## config.mk

```make
export PLATFORM = sky130hd
export DESIGN_NAME = irq_prio_sel
export DESIGN_NICKNAME = d
export VERILOG_FILES = /design/src/rtl/irq_prio_sel_pkg.sv /design/src/rtl/irq_level_gate.sv /design/src/rtl/irq_cand_mask.sv /design/src/rtl/irq_low_pick.sv /design/src/rtl/irq_prio_sel.sv
export SDC_FILE = /design/constraint.sdc
export NUM_CORES = 1
export LEC_CHECK = 0
export BUFFER_PORTS_ARGS = -buffer_cell sky130_fd_sc_hd__buf_2
export CORE_AREA = 2 2 47 49
export DETAILED_ROUTE_END_ITERATION = 6
export DIE_AREA = 0 0 49 51
export PLACE_DENSITY = 0.82
export SYNTH_ARGS = -nofsm -noshare
export SYNTH_HDL_FRONTEND = slang
export SYNTH_SLANG_ARGS = --single-unit
```

## constraint.sdc

```tcl
create_clock -name clk_i -period 1.1 [get_ports clk_i]
set_input_delay 0.165 -clock clk_i [delete_from_list [all_inputs] [get_ports clk_i]]
set_output_delay 0.165 -clock clk_i [all_outputs]
set_load 0.01 [all_outputs]
```

## src/rtl/irq_prio_sel_pkg.sv

```systemverilog
package irq_prio_sel_pkg;

  typedef enum logic [1:0] {
    PRIV_USER  = 2'd0,
    PRIV_SUPV  = 2'd1,
    PRIV_RSVD  = 2'd2,
    PRIV_MACH  = 2'd3
  } priv_e;

  // Code 2 folds onto user level
  function automatic priv_e fold_priv(input logic [1:0] raw);
    return (raw == 2'd2) ? PRIV_USER : priv_e'(raw);
  endfunction

endpackage

```

## src/rtl/irq_level_gate.sv

```systemverilog
module irq_level_gate
  import irq_prio_sel_pkg::*;
(
  input  logic [1:0] priv_i,
  input  logic       m_gie_i,
  input  logic       s_gie_i,
  output logic       m_open_o,
  output logic       s_open_o
);

  priv_e lvl;

  always_comb begin
    lvl      = fold_priv(priv_i);
    m_open_o = 1'b0;
    s_open_o = 1'b0;
    unique case (lvl)
      PRIV_USER: begin
        m_open_o = 1'b1;
        s_open_o = 1'b1;
      end
      PRIV_SUPV: begin
        m_open_o = 1'b1;
        s_open_o = s_gie_i;
      end
      PRIV_MACH: begin
        m_open_o = m_gie_i;
        s_open_o = 1'b0;
      end
      default: begin
        m_open_o = 1'b1;
        s_open_o = 1'b1;
      end
    endcase
  end

endmodule

```

## src/rtl/irq_cand_mask.sv

```systemverilog
module irq_cand_mask #(
  parameter int unsigned NUM_IRQ = 16
) (
  input  logic [NUM_IRQ-1:0] pend_i,
  input  logic [NUM_IRQ-1:0] en_i,
  input  logic [NUM_IRQ-1:0] deleg_i,
  input  logic               m_open_i,
  input  logic               s_open_i,
  output logic [NUM_IRQ-1:0] surv_o
);

  for (genvar g = 0; g < NUM_IRQ; g++) begin : g_bit
    logic cand;
    logic lvl_open;
    assign cand      = pend_i[g] & en_i[g];
    assign lvl_open  = deleg_i[g] ? s_open_i : m_open_i;
    assign surv_o[g] = cand & lvl_open;
  end

endmodule

```

## src/rtl/irq_low_pick.sv

```systemverilog
module irq_low_pick #(
  parameter int unsigned NUM_IRQ = 16,
  localparam int unsigned IDX_W  = (NUM_IRQ > 1) ? $clog2(NUM_IRQ) : 1
) (
  input  logic [NUM_IRQ-1:0] req_i,
  output logic               any_o,
  output logic [IDX_W-1:0]   idx_o
);

  // Scan from the top so the lowest set bit is written last
  always_comb begin
    idx_o = '0;
    for (int i = NUM_IRQ - 1; i >= 0; i--) begin
      if (req_i[i]) idx_o = IDX_W'(i);
    end
    any_o = |req_i;
  end

endmodule

```

## src/rtl/irq_prio_sel.sv

```systemverilog
module irq_prio_sel #(
  parameter int unsigned NUM_IRQ = 16,
  parameter bit          REG_OUT = 1'b1,
  localparam int unsigned IDX_W  = (NUM_IRQ > 1) ? $clog2(NUM_IRQ) : 1
) (
  input  logic               clk_i,
  input  logic               rst_ni,
  input  logic [NUM_IRQ-1:0] pend_i,
  input  logic [NUM_IRQ-1:0] en_i,
  input  logic [NUM_IRQ-1:0] deleg_i,
  input  logic [1:0]         priv_i,
  input  logic               m_gie_i,
  input  logic               s_gie_i,
  output logic               valid_o,
  output logic [IDX_W-1:0]   idx_o
);

  logic               m_open;
  logic               s_open;
  logic [NUM_IRQ-1:0] surv;
  logic               pick_any;
  logic [IDX_W-1:0]   pick_idx;

  irq_level_gate u_gate (
    .priv_i   (priv_i),
    .m_gie_i  (m_gie_i),
    .s_gie_i  (s_gie_i),
    .m_open_o (m_open),
    .s_open_o (s_open)
  );

  irq_cand_mask #(.NUM_IRQ(NUM_IRQ)) u_mask (
    .pend_i   (pend_i),
    .en_i     (en_i),
    .deleg_i  (deleg_i),
    .m_open_i (m_open),
    .s_open_i (s_open),
    .surv_o   (surv)
  );

  irq_low_pick #(.NUM_IRQ(NUM_IRQ)) u_pick (
    .req_i (surv),
    .any_o (pick_any),
    .idx_o (pick_idx)
  );

  if (REG_OUT) begin : g_reg
    logic             valid_q;
    logic [IDX_W-1:0] idx_q;
    always_ff @(posedge clk_i or negedge rst_ni) begin
      if (!rst_ni) begin
        valid_q <= 1'b0;
        idx_q   <= '0;
      end else begin
        valid_q <= pick_any;
        idx_q   <= pick_idx;
      end
    end
    assign valid_o = valid_q;
    assign idx_o   = idx_q;
  end else begin : g_comb
    assign valid_o = pick_any;
    assign idx_o   = pick_idx;
  end

endmodule

```

==> run metrics <==
status=finished with violations; failing checks=negative setup slack; CP Launch Point=m_gie_i; RD Place Congestion=0.949; sequential share of power=0.184; initial antenna violation count=0; Port Buf Inserts=58; CTS clk-pin slew, worst paths=roughly 50 ps; period utilization=1.35; commonest non-fill, non-tap cell in the layout=buf_2; post-synthesis cell area=826 um2; sw power=roughly 0.45 mW; Nets=between 200 and 300; DP Worst Slack=-679 ps; Initial DRC Count=between 60 and 70; Total Wirelength=3.96 mm; number of max-cap violations=0; WP data required=1230 ps; fin. max-slew vios=0; Sw Ratio=0.384; unrepaired setup endpoints after global routing=yes; Worst Path Arrival=~1600 ps; # setup viols final=5; Die W=49 um; initial cell density of the core=0.400; setup ws final=-389 ps; global-route wire length before repair=between 5 and 6 mm; CTS tree=done; Yosys reg bits=5; vias per cell=5.97; Leak=around 0.77 nW; drt pass-1 iters=4; Cell Int Power=0.720 mW; clk buf depth=2; fmax=672 MHz; Layout area overhead=99.7%; core footprint=roughly 0.0021 mm2; final global-route overflow total=0; Worst-Margin Slew=369 ps; Sink Count=5; post-synth cell types=36; relative slew slack=0.754; htree depth=1; Setup Crit Path Kind=in2reg; crit path capture type=flip-flop; crit path max fanout=4; full die area=between 0.002 and 0.0025 mm2; Synth Instances=123; Post-Syn Nets=approximately 180; DRC=0; Filler Cell Count=149; total track usage=0.289; Die Ht=around 51 um; Final ANT Viol Nets=0; sequential-to-total area share from yosys stat=0.152; Warnings, synthesis=0; Final Hold Viols=0; Num CTS Buffers=3; Comb power frac=0.623; pwr dens=between 700 and 800 mW/mm2; TNS Setup=-1580 ps; Hold Slack=273 ps; pin count of the biggest net entering global routing=9; DR vias=1480; clock tree root driver cell=clkbuf_4; vias in the first global route=approximately 1.4k; most frequent cells in the layout=55 x buf_2, 29 x buf_4, 20 x nand2_1; wire length per cell=between 15 and 20 um; share of cells above drive strength 1=0.568; Clk pwr share=0.193; startpoint types=input pin; Post-DP HPWL=2.64 mm; minimum clock period=1490 ps; synthesized area per cell=6.71 um2; HP Class=in2async; antenna cell count=0; VDD IR max=roughly 0.4 mV; row cnt=17; Ports=59; final core utilization=0.799; Pwr Total=roughly 1.2 mW
synth_stat cells:
cell | count | area, um2
a211o_1 | 1 | 8.76
nand3b_1 | 1 | 7.51
a2111oi_4 | 1 | 27.5
a221oi_1 | 1 | 8.76
nand4_1 | 1 | 6.26
a41oi_1 | 1 | 8.76
dfrtp_1 | 5 | 125
o31a_1 | 1 | 8.76
o21ai_0 | 5 | 25.0
and2_4 | 1 | 8.76
or2_2 | 1 | 6.26
o211a_1 | 1 | 10.0
nand3_1 | 10 | 50.1
a2111oi_0 | 1 | 8.76
clkbuf_1 | 2 | 7.51
and3_1 | 3 | 18.8
o2111ai_1 | 1 | 8.76
a211oi_1 | 4 | 30.0
buf_6 | 1 | 11.3
a21oi_1 | 12 | 60.1
o21a_1 | 2 | 15.0
nand2_1 | 23 | 86.3
nand2b_4 | 1 | 13.8
nor2b_1 | 1 | 6.26
a22oi_1 | 1 | 7.51
and3b_1 | 1 | 8.76
inv_1 | 1 | 3.75
nand4b_1 | 1 | 8.76
nor2_1 | 10 | 37.5
a221o_1 | 3 | 30.0
a22o_1 | 2 | 17.5
nand2b_1 | 2 | 12.5
nor3_1 | 4 | 20.0
o22ai_1 | 10 | 62.6
a31oi_1 | 5 | 31.3
o22a_1 | 2 | 17.5
power groups by stage:
stage,registers (mW),logic (mW),clock network (mW)
after CTS,0.215,0.633,0.221
after global routing,0.216,0.775,0.231
after global placement,0.218,0.530,0
after detailed placement,0.218,0.548,0
final,0.215,0.729,0.226
after floorplan,0.234,0.247,0
routing by layer:
metal,up-vias,part of all wire,global-route usage
li1,685,-,-
met1,695,0.35,0.287
met2,84,0.56,0.612
met3,16,0.062,0.0146
met4,0,0.029,0.124
met5,-,0,0
worst max-delay path, cell delays in order:
cell       delay (ps)
buf_6              90
nand3b_1          240
buf_6             190
nor2_1            120
a211oi_1           70
a2111oi_1         310
nor3_1            100
a221o_1           330
stage by stage:
step	cells	instance area (um2)
global placement	234	1350
detailed placement	234	1350
global route	248	1650
floorplan	123	841
finish	248	1650
CTS	244	1530
registers in the layout, indices dropped and copies added, names as in the netlist:
name	count
idx_o	4
valid_o	1
path summary, 6_finish.rpt:
kind	end	slack, ps	depth (start not counted)
worst max-delay path	idx_o[0]	-390	8
worst min-delay path	idx_o[0]	270	2
max in group asynchronous	valid_o	700	2
min in group clk_i	valid_o	390	4
cell type report:
cell class	instances	area, um2	area share
tap	28	35.0	0.0212
inverter	1	3.75	0.00228
sequential	5	125	0.0759
clock buffer	4	26.3	0.0159
multi-input combinational	114	828	0.502
timing repair buffer	96	631	0.382
cell families after synthesis:
kind of cell / Yosys count / share of synthesized area
DFF: 5 / 0.152
buffers and inverters: 4 / 0.0273
AOI/OAI and AO/OA: 54 / 0.468
and+or+nand+nor: 60 / 0.353
timing repair:
action | CTS | global route
setup endpoints to repair | 5 | 5
cloned | 0 | 0
setup buffers | 5 | 6
resized for setup | 23 | 21
pin swaps | 10 | 16
hold buffers | 1 | 0
endpoints found under the hold margin | 5 | 0
Power figures use the tool's default switching activity.
